## config.mk

```make
export PLATFORM = sky130hd
export DESIGN_NAME = bw_alu
export DESIGN_NICKNAME = d
export VERILOG_FILES = /design/src/rtl/alu_pkg.sv /design/src/rtl/alu_addsub.sv /design/src/rtl/alu_shift.sv /design/src/rtl/bw_alu.sv
export SDC_FILE = /design/constraint.sdc
export NUM_CORES = 1
export LEC_CHECK = 0
export BUFFER_PORTS_ARGS = -buffer_cell sky130_fd_sc_hd__buf_4
export CORE_MARGIN = 2
export CORE_UTILIZATION = 55
export CTS_CLUSTER_SIZE = 40
export DETAILED_ROUTE_END_ITERATION = 7
export PLACE_DENSITY = 0.76
export SYNTH_ARGS = -nofsm -noshare
export SYNTH_HDL_FRONTEND = slang
export SYNTH_HIERARCHICAL = 1
export SYNTH_SLANG_ARGS = --single-unit
```

## constraint.sdc

```tcl
create_clock -name clk -period 11.3 [get_ports clk]
set_input_delay 0.565 -clock clk [delete_from_list [all_inputs] [get_ports clk]]
set_output_delay 0.565 -clock clk [all_outputs]
set_load 0.01 [all_outputs]
```

## src/rtl/alu_pkg.sv

```systemverilog
package alu_pkg;
  localparam int DW     = 16;
  localparam int HW     = DW / 2;
  localparam int CNT_W  = 5;
  localparam int FLAG_N = 6;

  // flag bit positions in the write mask and flag vector
  localparam int FI_C = 0;
  localparam int FI_P = 1;
  localparam int FI_A = 2;
  localparam int FI_Z = 3;
  localparam int FI_S = 4;
  localparam int FI_O = 5;

  typedef enum logic [3:0] {
    OP_ADD  = 4'd0, OP_ADC = 4'd1, OP_SUB = 4'd2, OP_SBB = 4'd3,
    OP_AND  = 4'd4, OP_OR  = 4'd5, OP_XOR = 4'd6,
    OP_SHL  = 4'd7, OP_SHR = 4'd8, OP_PASS = 4'd9
  } alu_op_e;

  function automatic logic even_par8(input logic [7:0] v);
    return ~^v;
  endfunction

  function automatic logic signed_ovf(input logic sa, input logic sb,
                                      input logic sr, input logic sub);
    // operands of like sign (add) or unlike sign (sub) flipping the result
    return sub ? ((sa != sb) && (sr != sa)) : ((sa == sb) && (sr != sa));
  endfunction
endpackage

```

## src/rtl/alu_addsub.sv

```systemverilog
module alu_addsub
  import alu_pkg::*;
(
  input  logic [DW-1:0] a,
  input  logic [DW-1:0] b,
  input  logic          sub,
  input  logic          cin,
  input  logic          wide,
  output logic [DW-1:0] sum,
  output logic          co,
  output logic          half,
  output logic          ovf
);
  logic [DW-1:0] bx;
  logic          c0;
  logic [DW:0]   s_w;
  logic [HW:0]   s_b;

  assign bx  = sub ? ~b : b;
  assign c0  = sub ? ~cin : cin;
  assign s_w = {1'b0, a} + {1'b0, bx} + {{DW{1'b0}}, c0};
  assign s_b = {1'b0, a[HW-1:0]} + {1'b0, bx[HW-1:0]} + {{HW{1'b0}}, c0};

  always_comb begin
    if (wide) begin
      sum = s_w[DW-1:0];
      co  = s_w[DW] ^ sub;
      ovf = signed_ovf(a[DW-1], b[DW-1], s_w[DW-1], sub);
    end else begin
      sum = {{(DW-HW){1'b0}}, s_b[HW-1:0]};
      co  = s_b[HW] ^ sub;
      ovf = signed_ovf(a[HW-1], b[HW-1], s_b[HW-1], sub);
    end
    half = a[4] ^ b[4] ^ sum[4];
  end
endmodule

```

## src/rtl/alu_shift.sv

```systemverilog
module alu_shift
  import alu_pkg::*;
(
  input  logic [DW-1:0]    opd,
  input  logic [CNT_W-1:0] cnt,
  input  logic             right,
  input  logic             wide,
  output logic [DW-1:0]    shres,
  output logic             shout
);
  logic [2*DW-1:0] tl;
  logic [DW:0]     tr;

  // operand arrives already zero-extended above the selected width
  assign tl = {{DW{1'b0}}, opd} << cnt;
  assign tr = {opd, 1'b0} >> cnt;

  always_comb begin
    if (right) begin
      shres = tr[DW:1];
      shout = tr[0];
    end else if (wide) begin
      shres = tl[DW-1:0];
      shout = tl[DW];
    end else begin
      shres = {{(DW-HW){1'b0}}, tl[HW-1:0]};
      shout = tl[HW];
    end
  end
endmodule

```

## src/rtl/bw_alu.sv

```systemverilog
module bw_alu
  import alu_pkg::*;
(
  input  logic          clk,
  input  logic          rst_n,
  input  logic          issue,
  input  logic [3:0]    op,
  input  logic          wide,
  input  logic [15:0]   opa,
  input  logic [15:0]   opb,
  input  logic          carry_in,
  output logic [15:0]   res,
  output logic          cf,
  output logic          pf,
  output logic          af,
  output logic          zf,
  output logic          sf,
  output logic          of,
  output logic [5:0]    flag_we
);
  alu_op_e            opc;
  logic [DW-1:0]      a_w, b_w, as_sum, sh_res, r_nx;
  logic               as_co, as_half, as_ovf, sh_cf;
  logic               is_arith, is_logic, is_shift, is_sub, use_cin, shift_zero;
  logic [FLAG_N-1:0]  f_nx, m_nx, flags_q, we_q;
  logic [DW-1:0]      res_q;

  assign opc        = alu_op_e'(op);
  assign a_w        = wide ? opa : {{(DW-HW){1'b0}}, opa[HW-1:0]};
  assign b_w        = wide ? opb : {{(DW-HW){1'b0}}, opb[HW-1:0]};
  assign is_arith   = (opc == OP_ADD) || (opc == OP_ADC) || (opc == OP_SUB) || (opc == OP_SBB);
  assign is_logic   = (opc == OP_AND) || (opc == OP_OR) || (opc == OP_XOR);
  assign is_shift   = (opc == OP_SHL) || (opc == OP_SHR);
  assign is_sub     = (opc == OP_SUB) || (opc == OP_SBB);
  assign use_cin    = ((opc == OP_ADC) || (opc == OP_SBB)) && carry_in;
  assign shift_zero = is_shift && (opb[CNT_W-1:0] == '0);

  alu_addsub u_as (
    .a(a_w), .b(b_w), .sub(is_sub), .cin(use_cin), .wide(wide),
    .sum(as_sum), .co(as_co), .half(as_half), .ovf(as_ovf)
  );

  alu_shift u_sh (
    .opd(a_w), .cnt(opb[CNT_W-1:0]), .right(opc == OP_SHR), .wide(wide),
    .shres(sh_res), .shout(sh_cf)
  );

  always_comb begin
    f_nx = '0;
    m_nx = '0;
    r_nx = b_w;
    if (is_arith) begin
      r_nx       = as_sum;
      f_nx[FI_C] = as_co;
      f_nx[FI_A] = as_half;
      f_nx[FI_O] = as_ovf;
      m_nx       = '1;
    end else if (is_logic) begin
      unique case (opc)
        OP_AND:  r_nx = a_w & b_w;
        OP_OR:   r_nx = a_w | b_w;
        default: r_nx = a_w ^ b_w;
      endcase
      m_nx = '1;
    end else if (is_shift) begin
      if (shift_zero) begin
        r_nx = a_w;
      end else begin
        r_nx       = sh_res;
        f_nx[FI_C] = sh_cf;
        m_nx       = '1;
      end
    end
    f_nx[FI_P] = even_par8(r_nx[7:0]);
    f_nx[FI_Z] = (r_nx == '0);
    f_nx[FI_S] = wide ? r_nx[DW-1] : r_nx[HW-1];
  end

  always_ff @(posedge clk) begin
    if (!rst_n) begin
      res_q <= '0;
      we_q  <= '0;
    end else begin
      we_q <= issue ? m_nx : '0;
      if (issue) res_q <= r_nx;
    end
  end

  for (genvar gi = 0; gi < FLAG_N; gi++) begin : g_flag
    always_ff @(posedge clk) begin
      if (!rst_n)                   flags_q[gi] <= 1'b0;
      else if (issue && m_nx[gi])   flags_q[gi] <= f_nx[gi];
    end
  end

  assign res     = res_q;
  assign flag_we = we_q;
  assign cf      = flags_q[FI_C];
  assign pf      = flags_q[FI_P];
  assign af      = flags_q[FI_A];
  assign zf      = flags_q[FI_Z];
  assign sf      = flags_q[FI_S];
  assign of      = flags_q[FI_O];

  a_r4_parity: assert property (@(posedge clk) disable iff (!rst_n)
    issue && m_nx[FI_P] |=> pf == ~^res[7:0]);
  a_r6_zero: assert property (@(posedge clk) disable iff (!rst_n)
    issue && m_nx[FI_Z] |=> zf == (res == '0));
  a_r7_word_sign: assert property (@(posedge clk) disable iff (!rst_n)
    issue && wide && m_nx[FI_S] |=> sf == res[DW-1]);
  a_r8_logic_clears: assert property (@(posedge clk) disable iff (!rst_n)
    issue && is_logic |=> !cf && !of && !af);
  a_r9_byte_upper: assert property (@(posedge clk) disable iff (!rst_n)
    issue && !wide |=> res[DW-1:HW] == '0);
  a_r11_shift_zero: assert property (@(posedge clk) disable iff (!rst_n)
    issue && shift_zero |=> $stable(flags_q) && flag_we == '0);
  a_r12_pass_keeps: assert property (@(posedge clk) disable iff (!rst_n)
    issue && !is_arith && !is_logic && !is_shift |=> $stable(flags_q) && flag_we == '0);
  a_r13_idle_hold: assert property (@(posedge clk) disable iff (!rst_n)
    !issue |=> $stable(res) && $stable(flags_q) && flag_we == '0);
endmodule

```

==> impl.org, run 1 <==
** Synthesis
- After synthesis, the netlist uses 84 different library cells.
- Average cell area after synthesis :: 7.68 um^2
- In this run, synthesis produced a sequential element count of 23.
- Async set or reset register ratio after synthesis :: 0
- Number of warnings issued by yosys :: 6
- Counting flops with a built-in enable in the synthesized netlist gives 0.
- Post-synthesis instance total :: 710
- Sorting the synthesized cells by area gives the leading types as sky130_fd_sc_hd__ha_1, sky130_fd_sc_hd__mux4_2, sky130_fd_sc_hd__dfxtp_1, sky130_fd_sc_hd__a21oi_1, sky130_fd_sc_hd__nand2_1.
- Counting instances in the post-synthesis netlist gives the leading cell types as sky130_fd_sc_hd__nand2_1, sky130_fd_sc_hd__nor2_1, sky130_fd_sc_hd__a21oi_1, sky130_fd_sc_hd__ha_1, sky130_fd_sc_hd__inv_1.
- Fraction of synthesized cell area taken by the top area cell type :: 0.117
- Number of nets in the synthesized netlist :: 804
- Of the synthesized area, sequential elements account for 0.0845.
- In the post-synthesis netlist, the cell with the most instances is sky130_fd_sc_hd__nand2_1.
- The synthesized netlist occupies a cell area of 5450 um^2.
- sky130_fd_sc_hd__ha_1 takes more of the synthesized area than any other cell.
- Dominant synthesized flop cell :: sky130_fd_sc_hd__dfxtp_1

** Clocking
- Buffers added to address setup during post-CTS repair amount to 0.
- Post-cts gate resize count :: 0
- Total number of clock tree sinks :: 23
- Clock Tree Buf Depth :: 2
- In this run the number of H-tree levels came out at 1.
- TritonCTS clock tree :: built
- The root buffer cell chosen for the clock tree is sky130_fd_sc_hd__clkbuf_8.
- For the worst-skew pair, the clock arrives at the later sink with an insertion delay of 0.26 ns.
- Clock-pin slew was measured on the worst setup and hold paths at 0.08 ns.
- For this design, the CTS-stage hold fixing added 0 buffers.
- TritonCTS created 3 clock buffers.

** Detailed routing
- The pre-antenna-repair detailed-routing pass consisted of 5 iterations.
- Vias after detailed routing :: 5692
- Wire length per cell after detailed routing :: 20.0 um
- The final layout contains routed wiring with a total length of 17100 um.
- After detailed routing, the number of vias per cell comes to 6.64.
- After detailed routing, the number of remaining DRC violations is 0.
- Antenna-violating nets left :: 0
- Detailed Route Iter0 Violations :: 691

** Worst setup path
- Of all nets on the critical path, the largest fanout is 28.
- In this design, the stage delay of the slowest critical-path cell is 0.88 ns.
- Critical Path, Cell by Cell :: buf_4 -> nor2_1 -> buf_4 -> and2_1 -> xor2_1 -> fa_1 -> fa_1 -> a21oi_1 -> o21ai_1 -> a41oi_1 -> nor2b_1 -> o41ai_1 -> mux2i_1 -> a22oi_1 -> nand3_1 -> o31ai_2
- The worst setup path is launched from an input port.
- The worst setup path is captured at a flop.
- The critical path in this run is classified as in -> reg.
- Required time worst endpoint :: 11.49 ns
- Crit path max-delay cell type :: sky130_fd_sc_hd__and2_1
- Critical Path AT :: 5.04 ns

** Timing
- Setup violations remaining at the end of the flow were counted as 0.
- RSZ-0062 raised after global routing :: false
- Final cycle utilization of the critical path :: 0.429
- The worst pin sits at a relative slew slack of 0.277.
- Worst-Margin Slew :: 1.08 ns
- The tightest hold path in the finished design has a slack of 0.468 ns.
- Max-slew violation total from the final report :: 0
- Number of endpoints with negative hold slack in the final report :: 0
- Total negative slack :: 0 ns
- Shortest period the worst path allows :: 4.85 ns
- Max Clk Rate :: 206 MHz
- Final setup skew :: 0 ns

** Power and ir drop
- Proportion of total power due to net switching :: 0.454
- Portion of total power attributed to combinational logic :: 0.649
- Dividing total power by cell area gives a power density of 71.1 nW/um^2.
- Part of the power in the clock network :: 0.126
- Power dissipated by switching net loads :: 0.186 mW
- Total power for the finished layout comes to 0.411 mW.
- Int Pwr :: 0.225 mW
- Portion of total power attributed to sequential cells :: 0.225
- Max rail drop VDD :: 0.0000584 V
- The analysis attributes to cell leakage a power of 2.59 nW.

** Floorplanning
- The die is 104 um wide.
- Die outline height :: 104 um
- Row generation in the floorplan step produced 36 rows.
- For this design the top-level I/O count stands at 69.
- Die area :: 10700 um^2
- The core region is 9680 um^2.
- Initial standard-cell utilization of the core :: 0.563

** Global routing
- First-pass GRT wire length :: 27600 um
- Total global routing track utilization :: 0.310
- The number of antenna violations at the first check in global routing was 0.
- For met1 alone, demand over resource in global routing was 0.427.
- For met3 alone, demand over resource in global routing was 0.0573.
- In the global route stage, met2 resource usage came out at 0.492.
- Number of global-route vias before repair :: 5349
- Global routing finished with a remaining overflow of 0.
- Entering global routing, the biggest net connects 51 pins.
- Most crowded layer after global routing :: met2

** Place
- Final weighted congestion in routability-driven placement :: 1.00
- Counting tap cells, the placed design contains a total of 853 instances.
- Detailed placement finished with a half-perimeter wire length of 12400 um.
- Input/output buffers :: 68

** Flow run
- Max-capacitance violation count :: 0

** Finish
- The final layout contains 819 nets.
- Of the cells placed in the final design, the portion with a size suffix greater than 1 is 0.166.
- Number of inserted diodes :: 0
- Compared with the post-synthesis result, the final layout area differs by 6.11%.
- Filler-free cell count of the finished design :: 857

** Outcome
- Status :: completed

** Hold path
- Hold/Removal Path Class :: reg -> reg
-- power by group through the flow --
stage,logic (mW),registers [mW],clock network [mW]
2_1_floorplan,0.190,0.0969,0
3_3_place_gp,0.255,0.0937,0
3_5_place_dp,0.259,0.0942,0
4_1_cts,0.261,0.0925,0.0527
5_1_grt,0.291,0.0933,0.0555
6_report,0.267,0.0926,0.0519
-- flip-flops by register name, indices dropped and copies added (netlist names) --
register / flops
af: 1
cf: 1
flag_we: 1
of: 1
pf: 1
res: 16
sf: 1
zf: 1
-- layout by cell type, fill, tap and decap left out, types with 4 or more instances in the layout --
cell type,synthesis,layout
sky130_fd_sc_hd__nand2_1,75,75
sky130_fd_sc_hd__buf_4,5,70
sky130_fd_sc_hd__nor2_1,66,66
sky130_fd_sc_hd__a21oi_1,61,61
sky130_fd_sc_hd__ha_1,51,51
sky130_fd_sc_hd__inv_1,41,41
sky130_fd_sc_hd__mux4_2,25,25
sky130_fd_sc_hd__o21ai_0,24,24
sky130_fd_sc_hd__a211oi_1,23,23
sky130_fd_sc_hd__dfxtp_1,23,23
sky130_fd_sc_hd__o211ai_1,21,21
sky130_fd_sc_hd__xor2_1,21,21
sky130_fd_sc_hd__nand3_1,15,15
sky130_fd_sc_hd__mux2i_1,13,13
sky130_fd_sc_hd__xnor2_1,12,12
sky130_fd_sc_hd__o21ai_1,11,11
sky130_fd_sc_hd__nor2b_1,10,10
sky130_fd_sc_hd__nor3_1,10,10
sky130_fd_sc_hd__and3_1,10,10
sky130_fd_sc_hd__nand3b_1,9,9
sky130_fd_sc_hd__a32oi_1,7,7
sky130_fd_sc_hd__a22oi_1,7,7
sky130_fd_sc_hd__or2_1,7,7
sky130_fd_sc_hd__o31ai_1,7,7
sky130_fd_sc_hd__a222oi_1,6,6
sky130_fd_sc_hd__a21o_1,6,6
sky130_fd_sc_hd__a31oi_1,5,5
sky130_fd_sc_hd__mux2_1,5,5
sky130_fd_sc_hd__or2_2,4,4
sky130_fd_sc_hd__a211o_1,4,4
sky130_fd_sc_hd__a311oi_1,4,4
-- area by class of cell --
cell class                      instances  area, um^2
Multi-Input combinational cell        584        4420
Fill cell                             891        3900
Timing Repair Buffer                   70         526
Sequential cell                        23         460
Tap cell                              133         166
Inverter                               43         161
Clock buffer                            3        41.3
Clock inverter                          1        5.00
-- critical path, delay by kind of cell --
family / cells / cell delay (ns)
AO/OA/AOI/OAI: 6 / 1.56
AND/OR/NAND/NOR: 4 / 1.23
adder cells (fa/ha/maj): 2 / 0.89
buffers and inverters: 2 / 0.44
XOR/XNOR: 1 / 0.20
multiplexers: 1 / 0.12
-- metrics by stage --
step	setup WS (ns)	instance area, um^2	util
6_report	6.45	5780	0.597
5_1_grt	6.16	5780	0.597
4_1_cts	6.52	5780	0.597
3_5_place_dp	6.25	5740	0.593
3_3_place_gp	6.38	5740	0.593
2_1_floorplan	6.50	5450	-
-- worst paths after layout --
check                                     startpoint  cells past startpoint  slack, ns                    to
worst max-delay path                           op[2]                     16       6.45       zf$_SDFFE_PN0P_
worst min-delay path                 of$_SDFFE_PN0P_                      2       0.47       of$_SDFFE_PN0P_
worst max register to register  res[11]$_SDFFE_PN0P_                      3      10.55  res[11]$_SDFFE_PN0P_
worst min register to register       of$_SDFFE_PN0P_                      2       0.47       of$_SDFFE_PN0P_
-- kinds of logic (layout without fill, tap and decap cells) --
logic type	count (synthesis)	after routing	synth area share
mux	47	47	0.148
compound gates	221	221	0.280
simple gates	230	230	0.206
xor+xnor	33	33	0.0530
buf+inv	103	117	0.104
flops	23	23	0.0845
fa+ha+maj	53	53	0.124
-- layer usage --
| metal | share of wire | vias up |
|---|---|---|
| li1 | - | 2656 |
| met1 | 0.41 | 2649 |
| met2 | 0.46 | 345 |
| met3 | 0.11 | 42 |
| met4 | 0.031 | 0 |
| met5 | 0 | - |
Note: power is estimated with default switching activity, not from simulation.
==> inputs of run 2 (changes only) <==
ABC_AREA = 1   (was default)
PLACE_DENSITY = 0.79   (was 0.76)
clock period = 4.33 ns   (was 11.3 ns; I/O delays follow)
==> run 2 against run 1 <==
Compared with the run above: design area grew 2.7%; power grew to 2.5 times the previous value; flip-flop and latch count stayed put; sequential share of layout area shrank 0.21 points; utilization up 1.3 points; highest routed layer unchanged; largest power group unchanged; first-iteration DRC count down 11%; clock skew is the same; global-route usage decreased by 0.28 points; synthesized cell count is 36% higher.
==> impl.org, run 2 <==
** Clocking
- The post-cts repair resize count was 0 (unchanged).
- The number of buffers between clock root and the deepest sink came to 2 (unchanged).
- Total number of clock tree sinks :: 23 (unchanged)
- H-tree levels :: 1 (unchanged)
- The root buffer cell chosen for the clock tree is sky130_fd_sc_hd__clkbuf_8.
- Post-CTS Hold Fix Bufs :: 0 (unchanged)
- Clock transition at the registers of the reported paths :: 0.08 ns (about the same)
- The TritonCTS buffer count is 3 (unchanged).
- The worst-skew pair later-pin latency was 0.26 ns (about the same).
- The number of buffers added for setup after CTS was 0 (unchanged).
- TritonCTS built the clock tree.

** Detailed routing
- Wire length per cell after detailed routing :: 14.9 um (-25%)
- Detailed Route Iter0 Violations :: 616 (-11%)
- The number of DRC violations after detailed routing was 0 (unchanged).
- The total vias in the final route is 6392 (+12%).
- Average vias per placed instance :: 5.66 (-15%)
- Antenna-violating nets left :: 0 (unchanged)
- The number of iterations in the first detailed-routing pass came to 6 (+1).
- The routed wire length was 16900 um (-1.5%).

** Finish
- The fill cell instance count of the final layout is 1021 (+15%).
- Final core occ :: 0.610 (+0.0132)
- Leaving out fill and tap cells, the most frequent cell in the layout is sky130_fd_sc_hd__nand2_1.
- The flip-flop count of the largest register, all copies and words added was 16 (unchanged).
- The fraction of layout cells with a size suffix above 1 came to 0.122 (-0.0433).
- Top library cells by usage in the layout, fill and taps aside :: sky130_fd_sc_hd__nand2_1, sky130_fd_sc_hd__nand3_1, sky130_fd_sc_hd__inv_1, sky130_fd_sc_hd__buf_4, sky130_fd_sc_hd__nor2_1
- Compared with the post-synthesis result, the final layout area differs by 8.26%.
- The net count reported at finish is 1091 (+33%).
- The number of antenna repair diodes was 0 (unchanged).

** Timing
- Final cycle utilization of the critical path :: 0.757
- Number of endpoints with negative hold slack in the final report :: 0 (unchanged)
- The transition time at the pin with the least slew margin came to 0.588 ns (-0.497 ns).
- The final-report setup violation count was 0 (unchanged).
- Max-slew violation total from the final report :: 0 (unchanged)
- For this run, the top clock speed supported by timing is 305 MHz.
- Total negative slack :: 0 ns (unchanged)
- RSZ-0062 raised after global routing :: false
- Final setup skew :: 0 ns (unchanged)
- Shortest period the worst path allows :: 3.28 ns
- Slew margin rel. :: 0.608 (+0.331)

** Worst setup path
- Critical Path AT :: 3.45 ns (-1.59 ns)
- CP Class :: in -> reg
- CP endpoint kind :: flop
- Biggest fanout along the worst timing path :: 11 (-61%)
- Required time worst endpoint :: 4.51 ns (-6.98 ns)
- STA classifies the critical path startpoint as an input port.

** Flow run
- The max-cap violation count was 0 (unchanged).

** Power and ir drop
- Power dissipated by switching net loads :: 0.499 mW (+170%)
- Part of the power in the clock network :: 0.123 (-0.003)
- The maximum resistive drop on vdd is 0.000145 V (+150%).
- Portion of total power attributed to combinational logic :: 0.649 (about the same)
- Int Pwr :: 0.545 mW (+140%)
- The share of total power consumed by net switching came to 0.478 (+0.0242).
- The post-layout total power was 1.04 mW (+150%).
- Portion of total power attributed to sequential cells :: 0.228 (+0.003)
- Pwr dens :: 176 nW/um^2 (+150%)
- Static Leak :: 3.36 nW (+30%)

** Synthesis
- Dominant cell type by area after synthesis :: sky130_fd_sc_hd__nand2_1
- The count of warnings emitted by yosys is 6 (unchanged).
- Mapped Area :: 5490 um^2 (+0.64%)
- The number of nets produced by synthesis is 1061 (+32%).
- Yosys instantiated no cell more often than sky130_fd_sc_hd__nand2_1.
- Top area cells in the synthesized netlist :: sky130_fd_sc_hd__nand2_1, sky130_fd_sc_hd__nand3_1, sky130_fd_sc_hd__ha_1, sky130_fd_sc_hd__dfxtp_1, sky130_fd_sc_hd__inv_1
- Async set or reset register ratio after synthesis :: 0 (unchanged)
- FF+latch count, synth :: 23 (unchanged)
- Fraction of synthesized cell area taken by the top area cell type :: 0.177 (+0.0595)
- Number of unique standard cell types used by synthesis :: 47 (-44%)
- Dominant synthesized flop cell :: sky130_fd_sc_hd__dfxtp_1
- Fraction of the yosys area taken by sequential cells :: 0.0839 (-0.000539)
- The synthesized area divided by synthesized cell count is 5.67 um^2 (-26%).
- Post-synthesis instance total :: 967 (+36%)
- By count the netlist is led by sky130_fd_sc_hd__nand2_1, sky130_fd_sc_hd__nand3_1, sky130_fd_sc_hd__inv_1, sky130_fd_sc_hd__nor2_1, sky130_fd_sc_hd__ha_1.
- The number of enable-type register cells in the synthesized netlist is 0 (unchanged).

** Global routing
- The via count of the first global-routing pass came to 5670 (+6.0%).
- Gr ovfl total :: 0 (unchanged)
- The wire length of the first global-routing pass is 27800 um (+0.73%).
- Initial antenna violation count :: 0 (unchanged)
- Maximum number of pins on one net before global-route repair :: 37 (-27%)
- Total global routing track utilization :: 0.307 (-0.00278)

** Place
- Final weighted congestion in routability-driven placement :: 0.957 (-4.4%)
- Input/output buffers :: 68 (unchanged)
- Post-detailed-placement half-perimeter wirelength :: 12900 um (+4.4%)

** Floorplanning
- Initial standard-cell utilization of the core :: 0.564 (+0.000995)
- Width of the chip :: 104 um (+0.31%)
- The number of top-level pins was 69 (unchanged).
- The total number of placement rows is 36 (unchanged).
- Placeable core region :: 9730 um^2 (+0.47%)
- The die area was 10800 um^2 (+0.62%).
- The height of the die is 104 um (+0.31%).

** Hold path
- Hold/Removal Path Class :: in -> reg

** Outcome
- Status :: completed
[run 2: changes by cell type after synthesis, sizes merged, moves of 9 or more]
cell	before	now
clkbuf	33	15
or2	12	3
mux4	26	0
nand2	75	273
o21ai	35	53
mux2i	13	0
a211oi	25	1
inv	42	129
nand3	16	165
nor2b	10	0
and3	10	0
[run 2: stage by stage]
step                      cell area, um^2  hold slack (ns)  instances  setup slack [ns]
after CTS                            5940            0.292       1129              1.05
after floorplan                      5490            0.420        967             0.644
after detailed placement             5890            0.460       1125             0.754
after global placement               5890            0.458       1125             0.904
final                                5940            0.298       1129              1.05
after global routing                 5940            0.301       1129             0.735
[run 2: kinds of logic after synthesis]
group / share of synthesized area
flops: 0.0839
xor+xnor: 0.0463
fa+ha+maj: 0.124
simple gates: 0.428
buf+inv: 0.149
compound gates: 0.170
[run 2: routing by layer]
| layer | global-route usage | wire [um] | up-vias |
|---|---|---|---|
| met4 | 0.105 | 637 | 0 |
| met3 | 0.0345 | 1490 | 52 |
| met2 | 0.478 | 7150 | 310 |
| met5 | 0 | 0 | - |
| li1 | - | - | 3218 |
| met1 | 0.438 | 7580 | 2812 |
[run 2: worst paths after layout]
path	slack [ns]	startpoint	cells past startpoint	to
worst min-delay path	0.30	rst_n	3	zf$_SDFFE_PN0P_
worst min register to register	0.47	af$_SDFFE_PN0P_	2	af$_SDFFE_PN0P_
worst max-delay path	1.05	op[3]	18	pf$_SDFFE_PN0P_
worst max register to register	3.62	res[6]$_SDFFE_PN0P_	3	res[6]$_SDFFE_PN0P_
[run 2: worst max-delay path, cell delays in order]
cell and delay (ns):
sky130_fd_sc_hd__buf_4 0.14, sky130_fd_sc_hd__nor2_1 0.17, sky130_fd_sc_hd__inv_2 0.06, sky130_fd_sc_hd__nor2_2 0.12
sky130_fd_sc_hd__buf_4 0.23, sky130_fd_sc_hd__xor2_1 0.11, sky130_fd_sc_hd__fa_1 0.45, sky130_fd_sc_hd__fa_1 0.41
sky130_fd_sc_hd__nand2_1 0.08, sky130_fd_sc_hd__nand2_1 0.06, sky130_fd_sc_hd__o21ai_2 0.10, sky130_fd_sc_hd__o21bai_1 0.15
sky130_fd_sc_hd__xor2_1 0.18, sky130_fd_sc_hd__a22oi_2 0.20, sky130_fd_sc_hd__ha_1 0.26, sky130_fd_sc_hd__xnor2_1 0.19
sky130_fd_sc_hd__xnor2_1 0.09, sky130_fd_sc_hd__a211oi_1 0.23
[run 2: cell type report]
class                           count  area, um^2  area share
Inverter                          131         499      0.0841
Timing Repair Buffer               74         556      0.0935
Clock buffer                        4        45.0     0.00758
Sequential cell                    23         460      0.0775
Tap cell                          133         166      0.0280
Multi-Input combinational cell    764        4210       0.709
[run 2: power by group through the flow]
stage	combinational (mW)	sequential [mW]	clock [mW]
3_5_place_dp	0.663	0.243	0
3_3_place_gp	0.655	0.243	0
6_report	0.678	0.238	0.128
4_1_cts	0.666	0.239	0.134
5_1_grt	0.761	0.241	0.143
2_1_floorplan	0.485	0.251	0
